<file path="src/rtl/exec_pkg.sv">
package exec_pkg;

   localparam int FIELD_AW = 5;

   localparam logic [5:0] OPC_RTYPE = 6'd0;
   localparam logic [5:0] OPC_ADDI  = 6'd8;
   localparam logic [5:0] OPC_SLTI  = 6'd10;
   localparam logic [5:0] OPC_SLTIU = 6'd11;
   localparam logic [5:0] OPC_ORI   = 6'd13;
   localparam logic [5:0] OPC_LUI   = 6'd15;

   localparam logic [5:0] FN_SLL  = 6'd0;
   localparam logic [5:0] FN_ADD  = 6'd32;
   localparam logic [5:0] FN_SUBU = 6'd35;

   typedef enum logic [3:0] {
      XOP_NONE,
      XOP_ADD,
      XOP_SUBU,
      XOP_SLL,
      XOP_ADDI,
      XOP_SLTI,
      XOP_SLTIU,
      XOP_ORI,
      XOP_LUI
   } xop_e;

   typedef struct packed {
      xop_e                op;
      logic                legal;
      logic [FIELD_AW-1:0] src_a;
      logic [FIELD_AW-1:0] src_b;
      logic [FIELD_AW-1:0] dst;
      logic [FIELD_AW-1:0] shamt;
      logic [15:0]         imm;
   } xdec_t;

endpackage

</file>
<file path="src/rtl/exec_decode.sv">
module exec_decode
   import exec_pkg::*;
(
   input  logic [31:0] word,
   output xdec_t       dec
);

   logic [5:0] opc;
   logic [5:0] fn;

   assign opc = word[31:26];
   assign fn  = word[5:0];

   always_comb begin
      dec.src_a = word[25:21];
      dec.src_b = word[20:16];
      dec.shamt = word[10:6];
      dec.imm   = word[15:0];
      dec.dst   = word[20:16];
      dec.op    = XOP_NONE;
      dec.legal = 1'b1;
      unique case (opc)
         OPC_RTYPE: begin
            dec.dst = word[15:11];
            unique case (fn)
               FN_ADD:  dec.op = XOP_ADD;
               FN_SUBU: dec.op = XOP_SUBU;
               FN_SLL:  dec.op = XOP_SLL;
               default: dec.legal = 1'b0;
            endcase
         end
         OPC_ADDI:  dec.op = XOP_ADDI;
         OPC_SLTI:  dec.op = XOP_SLTI;
         OPC_SLTIU: dec.op = XOP_SLTIU;
         OPC_ORI:   dec.op = XOP_ORI;
         OPC_LUI:   dec.op = XOP_LUI;
         default:   dec.legal = 1'b0;
      endcase
   end

endmodule

</file>
<file path="src/rtl/exec_alu.sv">
module exec_alu
   import exec_pkg::*;
#(
   parameter int DATA_W      = 32,
   parameter bit LOG_SHIFTER = 1'b1
) (
   input  xop_e                op,
   input  logic [DATA_W-1:0]   opa,
   input  logic [DATA_W-1:0]   opb,
   input  logic [FIELD_AW-1:0] shamt,
   input  logic [15:0]         imm,
   output logic [DATA_W-1:0]   res
);

   localparam int EXT_W = DATA_W - 16;

   logic [DATA_W-1:0] imm_sx;
   logic [DATA_W-1:0] imm_zx;
   logic [DATA_W-1:0] shl;

   assign imm_sx = {{EXT_W{imm[15]}}, imm};
   assign imm_zx = {{EXT_W{1'b0}}, imm};

   generate
      if (LOG_SHIFTER) begin : g_log_shift
         logic [DATA_W-1:0] stage [FIELD_AW+1];
         assign stage[0] = opb;
         for (genvar s = 0; s < FIELD_AW; s++) begin : g_stage
            assign stage[s+1] = shamt[s] ? (stage[s] << (1 << s)) : stage[s];
         end
         assign shl = stage[FIELD_AW];
      end else begin : g_op_shift
         assign shl = opb << shamt;
      end
   endgenerate

   always_comb begin
      res = '0;
      unique case (op)
         XOP_ADD:   res = opa + opb;
         XOP_SUBU:  res = opa - opb;
         XOP_SLL:   res = shl;
         XOP_ADDI:  res = opa + imm_sx;
         XOP_SLTI:  res = {{(DATA_W-1){1'b0}}, ($signed(opa) < $signed(imm_sx))};
         XOP_SLTIU: res = {{(DATA_W-1){1'b0}}, (opa < imm_sx)};
         XOP_ORI:   res = opa | imm_zx;
         XOP_LUI:   res = {imm, {EXT_W{1'b0}}};
         default:   res = '0;
      endcase
   end

endmodule

</file>
<file path="src/rtl/exec_regfile.sv">
module exec_regfile
   import exec_pkg::*;
#(
   parameter int DATA_W   = 32,
   parameter int NUM_REGS = 32
) (
   input  logic                clk,
   input  logic                rst_n,
   input  logic                we,
   input  logic [FIELD_AW-1:0] waddr,
   input  logic [DATA_W-1:0]   wdata,
   input  logic [FIELD_AW-1:0] ra_a,
   input  logic [FIELD_AW-1:0] ra_b,
   input  logic [FIELD_AW-1:0] ra_dbg,
   output logic [DATA_W-1:0]   rd_a,
   output logic [DATA_W-1:0]   rd_b,
   output logic [DATA_W-1:0]   rd_dbg
);

   localparam int FLAT_W = NUM_REGS * DATA_W;

   logic [FLAT_W-1:0] flat;

   generate
      for (genvar g = 0; g < NUM_REGS; g++) begin : g_entry
         if (g == 0) begin : g_zero
            assign flat[DATA_W-1:0] = '0;
         end else begin : g_store
            logic [DATA_W-1:0] q;
            always_ff @(posedge clk or negedge rst_n) begin
               if (!rst_n)
                  q <= '0;
               else if (we && (waddr == FIELD_AW'(g)))
                  q <= wdata;
            end
            assign flat[g*DATA_W +: DATA_W] = q;
         end
      end
   endgenerate

   assign rd_a   = flat[ra_a   * DATA_W +: DATA_W];
   assign rd_b   = flat[ra_b   * DATA_W +: DATA_W];
   assign rd_dbg = flat[ra_dbg * DATA_W +: DATA_W];

endmodule

</file>
<file path="src/rtl/int_exec_core.sv">
module int_exec_core
   import exec_pkg::*;
#(
   parameter int DATA_W      = 32,
   parameter int NUM_REGS    = 32,
   parameter bit LOG_SHIFTER = 1'b1
) (
   input  logic                clk,
   input  logic                rst_n,
   input  logic                insn_en,
   input  logic [31:0]         insn,
   input  logic [4:0]          dbg_sel,
   output logic [DATA_W-1:0]   dbg_data,
   output logic                illegal
);

   generate
      if (DATA_W != 32) begin : g_bad_width
         $error("int_exec_core: DATA_W must be 32");
      end
      if (NUM_REGS != (1 << FIELD_AW)) begin : g_bad_depth
         $error("int_exec_core: NUM_REGS must match the 5-bit register fields");
      end
   endgenerate

   xdec_t             dec;
   logic [DATA_W-1:0] val_a;
   logic [DATA_W-1:0] val_b;
   logic [DATA_W-1:0] result;
   logic              wr_en;
   logic              illegal_q;

   exec_decode u_dec (
      .word (insn),
      .dec  (dec)
   );

   exec_regfile #(
      .DATA_W   (DATA_W),
      .NUM_REGS (NUM_REGS)
   ) u_rf (
      .clk    (clk),
      .rst_n  (rst_n),
      .we     (wr_en),
      .waddr  (dec.dst),
      .wdata  (result),
      .ra_a   (dec.src_a),
      .ra_b   (dec.src_b),
      .ra_dbg (dbg_sel),
      .rd_a   (val_a),
      .rd_b   (val_b),
      .rd_dbg (dbg_data)
   );

   exec_alu #(
      .DATA_W      (DATA_W),
      .LOG_SHIFTER (LOG_SHIFTER)
   ) u_alu (
      .op    (dec.op),
      .opa   (val_a),
      .opb   (val_b),
      .shamt (dec.shamt),
      .imm   (dec.imm),
      .res   (result)
   );

   assign wr_en = insn_en && dec.legal && (dec.dst != '0);

   always_ff @(posedge clk or negedge rst_n) begin
      if (!rst_n)
         illegal_q <= 1'b0;
      else
         illegal_q <= insn_en && !dec.legal;
   end

   assign illegal = illegal_q;

endmodule

</file>
<file path="config.mk">
export PLATFORM = sky130hd
export DESIGN_NAME = int_exec_core
export DESIGN_NICKNAME = d
export VERILOG_FILES = /design/src/rtl/exec_pkg.sv /design/src/rtl/exec_decode.sv /design/src/rtl/exec_alu.sv /design/src/rtl/exec_regfile.sv /design/src/rtl/int_exec_core.sv
export SDC_FILE = /design/constraint.sdc
export NUM_CORES = 2
export LEC_CHECK = 0
export BUFFER_PORTS_ARGS = -buffer_cell sky130_fd_sc_hd__buf_2
export CORE_MARGIN = 1.5
export CORE_UTILIZATION = 45
export CTS_BUF_LIST = sky130_fd_sc_hd__clkbuf_4
export CTS_CLUSTER_DIAMETER = 50
export DETAILED_ROUTE_END_ITERATION = 6
export GPL_ROUTABILITY_DRIVEN = 0
export SLEW_MARGIN = 30
export SYNTH_ARGS = -nofsm -noshare
export SYNTH_HDL_FRONTEND = slang
export SYNTH_SLANG_ARGS = --single-unit
</file>
<file path="constraint.sdc">
create_clock -name clk -period 7 [get_ports clk]
set_input_delay 0.7 -clock clk [delete_from_list [all_inputs] [get_ports clk]]
set_output_delay 0.7 -clock clk [all_outputs]
set_load 0.005 [all_outputs]
</file>
==> flow_summary.json <==
{
  "status": "finished with violations",
  "violations": "design-rule violations",
  "vias_per_cell": 6.83,
  "synth_area_mm2": 0.0662,
  "hold_depth": 7,
  "hold_class": "in -> reg",
  "die_area_mm2": 0.149,
  "hpwl_um": 166000,
  "die_y_um": 386,
  "grt-ovfl-total": 0,
  "initial_core_util": 0.454,
  "critPathKind": "reg -> reg",
  "synthMuxAreaShare": 0.357,
  "grt_max_degree": 166,
  "synth_xor_area_frac": 0.00702,
  "n_fill_cell": 13010,
  "powerDensity_mw_per_mm2": 187,
  "min_from": "insn[15]",
  "ant_nets": 0,
  "cap_viol_max_count": 0,
  "timing.clock.skew_ns": 0.129,
  "grt_pass1_vias": 52267,
  "rows": 140,
  "arrival_ns": 7.61,
  "clk_pin_slew_worst_paths_ns": 0.07,
  "hold_end": "u_rf.g_entry[3].g_store.q[31]",
  "synth_compound_area_frac": 0.122,
  "portBuffers": 72,
  "finalSetupViolations": 0,
  "yosys_warnings": 0,
  "rsz0062_at_grt": "no",
  "io_pins": 73,
  "worst_pin_slew_ns": 1.08,
  "regToRegEndpoint": "u_rf.g_entry[1].g_store.q[30]",
  "synth_top_family_by_area": "multiplexers",
  "coreArea_mm2": 0.146,
  "yosysUniqueCellTypes": 95,
  "relSlewSlack": 0.279,
  "start_kind": "register",
  "synth_area_leaders": "dfrtp_1 38%, mux4_2 27%, mux2_2 6.2%, a21oi_1 3.2%, nor2_1 2.8%",
  "ff2ff_path_depth": 20,
  "htreeDepth": 5,
  "dp_cells": 7280,
  "r2r-start": "u_rf.g_entry[30].g_store.q[5]",
  "fin_crit_sh": 0.921,
  "synth_edf_count": 0,
  "fin_cells": 7800,
  "post_synth.cell_area_avg_um2": 11.8,
  "yosys_register_bits": 993,
  "async_flop_share": 1.00,
  "drc": 13,
  "dr.pass1.iters": 7,
  "power.leakage_uw": 0.0312,
  "hold_violations": 0,
  "slew_viol_final": 0,
  "yosys.area.top_type_share": 0.376,
  "cts_root_buf": "clkbuf_4",
  "grt_usage": 0.340,
  "antenna_found_initial": 7,
  "fin_ws_ns": 0.552,
  "drtIter0Drc": 6806,
  "clock_latency_ns": 1.35,
  "period_needed_ns": 6.45,
  "postSynthCellCount": 5615,
  "cts_tree": "built",
  "yosysSeqAreaShare": 0.376,
  "power_uw": 13600,
  "fin_nets": 5800,
  "vias": 53284,
  "clockBufferDepth": 4,
  "ir_worst_vdd_v": 0.000179,
  "numCtsBuffers": 300,
  "ys.flop_type": "dfrtp_1",
  "routed_wl_um": 254000,
  "grt_pass1_wl_um": 371000,
  "syn-num-nets": 5741,
  "die_w_um": 386,
  "synth.largest_area_cell": "dfrtp_1",
  "reg2reg_slack_ns": 0.55,
  "drive_gt1_frac": 0.358,
  "syn_to_final_growth_pct": 10.2,
  "wl_per_cell_um": 32.6,
  "synth-adder-area-share": 0.0164,
  "clock_sinks": 993,
  "fmax_mhz": 155,
  "post-place-ws_ns": -0.236,
  "postLayoutCoreUtil": 0.500,
  "crit_required_ns": 8.16,
  "worstPathMaxFanout": 31,
  "synth_common_cells": "993 x dfrtp_1, 795 x mux4_2, 494 x nor2_1",
  "synthSimpleGateAreaFrac": 0.0776,
  "worst_setup_path_end_kind": "register",
  "yosysMostFrequentCell": "dfrtp_1"
}
-- critical path: stages, from the launching register on --
cell and delay, ns:
dfrtp_1 0.41, mux4_1 0.52, a22oi_1 0.27, o31ai_1 0.22, nor3b_1 0.43, nand4_2 0.43, nor4_1 0.49, xnor2_1 0.16
o221ai_1 0.12, ha_1 0.37, a21o_1 0.21, or3_1 0.30, a211oi_1 0.42, a21oi_1 0.18, a31oi_1 0.39, o221ai_1 0.27
nand3_1 0.14, nor3b_1 0.28, o2111ai_2 0.15, buf_4 0.26, mux2_2 0.29
-- layout by cell type, fill, tap and decap left out, types with 54 or more instances in the layout --
cell and n:
mux2_2 367, o21ai_1 156, o22ai_1 67, inv_1 54, a21oi_1 416, mux4_2 795
nand2_1 465, mux2i_1 116, a31oi_1 54, o21ai_0 251, buf_2 60, clkbuf_4 442
a22o_1 97, ha_1 85, buf_4 221, dfrtp_1 993, nor2_1 487
-- power by group --
part / switching, µW / internal [µW]
registers: 154 / 5890
logic: 1210 / 805
clock network: 2680 / 2900
-- per-stage QoR --
| stage | hold WS (ns) | setup TNS (ns) | cell area (µm²) |
|---|---|---|---|
| after detailed placement | 0.503 | -23.60 | 69100 |
| after global routing | 0.120 | 0 | 72900 |
| after floorplan | 0.404 | 0 | 66200 |
| after global placement | 0.491 | -13.22 | 69100 |
| final | 0.209 | 0 | 72900 |
| after CTS | 0.0873 | 0 | 72800 |
-- logic make-up (layout without fill, tap and decap cells) --
family                   Yosys count  count (layout)
buffers and inverters            643             901
other                              0              10
AND/OR/NAND/NOR                 1205            1205
adder cells (fa/ha/maj)           86              86
flip-flops                       993             993
AO/OA/AOI/OAI                   1327            1327
multiplexers                    1308            1308
XOR/XNOR                          53              53
-- routing by layer --
layer  vias to the layer above  track usage  wire (µm)
met5                         -            0         45
met4                         6        0.195      16500
met3                       845        0.110      30700
met2                      3508        0.491     110000
met1                     27077        0.451      97500
li1                      21848            -          -
-- layout make-up --
cell class                 count  area [µm²]  area share
antenna                       10        25.0    0.000343
clock buffer                 442        3320      0.0455
clock inverter                59         254     0.00348
inverter                      58         218     0.00299
multi-input combinational   3979       38700       0.531
sequential                   993       24800       0.341
tap                         1917        2400      0.0329
timing repair buffer         342        3100      0.0426
-- registers in the layout (all words and copies together) (netlist names) --
name	cells
u_rf.g_entry.g_store.q	992
illegal	1
-- how the worst max path moves through the flow --
stage,start,end,slack (ns),depth (start not counted)
3_5_place_dp,insn[18],u_rf.g_entry[20].g_store.q[30],-0.24,21
4_1_cts,u_rf.g_entry[28].g_store.q[5],u_rf.g_entry[1].g_store.q[30],0.75,20
5_1_grt,u_rf.g_entry[28].g_store.q[5],u_rf.g_entry[16].g_store.q[31],0.22,22
6_report,u_rf.g_entry[30].g_store.q[5],u_rf.g_entry[1].g_store.q[30],0.55,20
3_3_place_gp,insn[18],u_rf.g_entry[7].g_store.q[31],-0.15,23
2_1_floorplan,insn[21],u_rf.g_entry[8].g_store.q[31],0.06,24
-- timing repair --
item                      4_1_cts  5_1_grt
hold endpoints to repair      202        0
gates resized for setup         0        0
setup buffers                   0        0
hold buffers                    6        0
No activity file was read; power rests on OpenSTA's default activity.
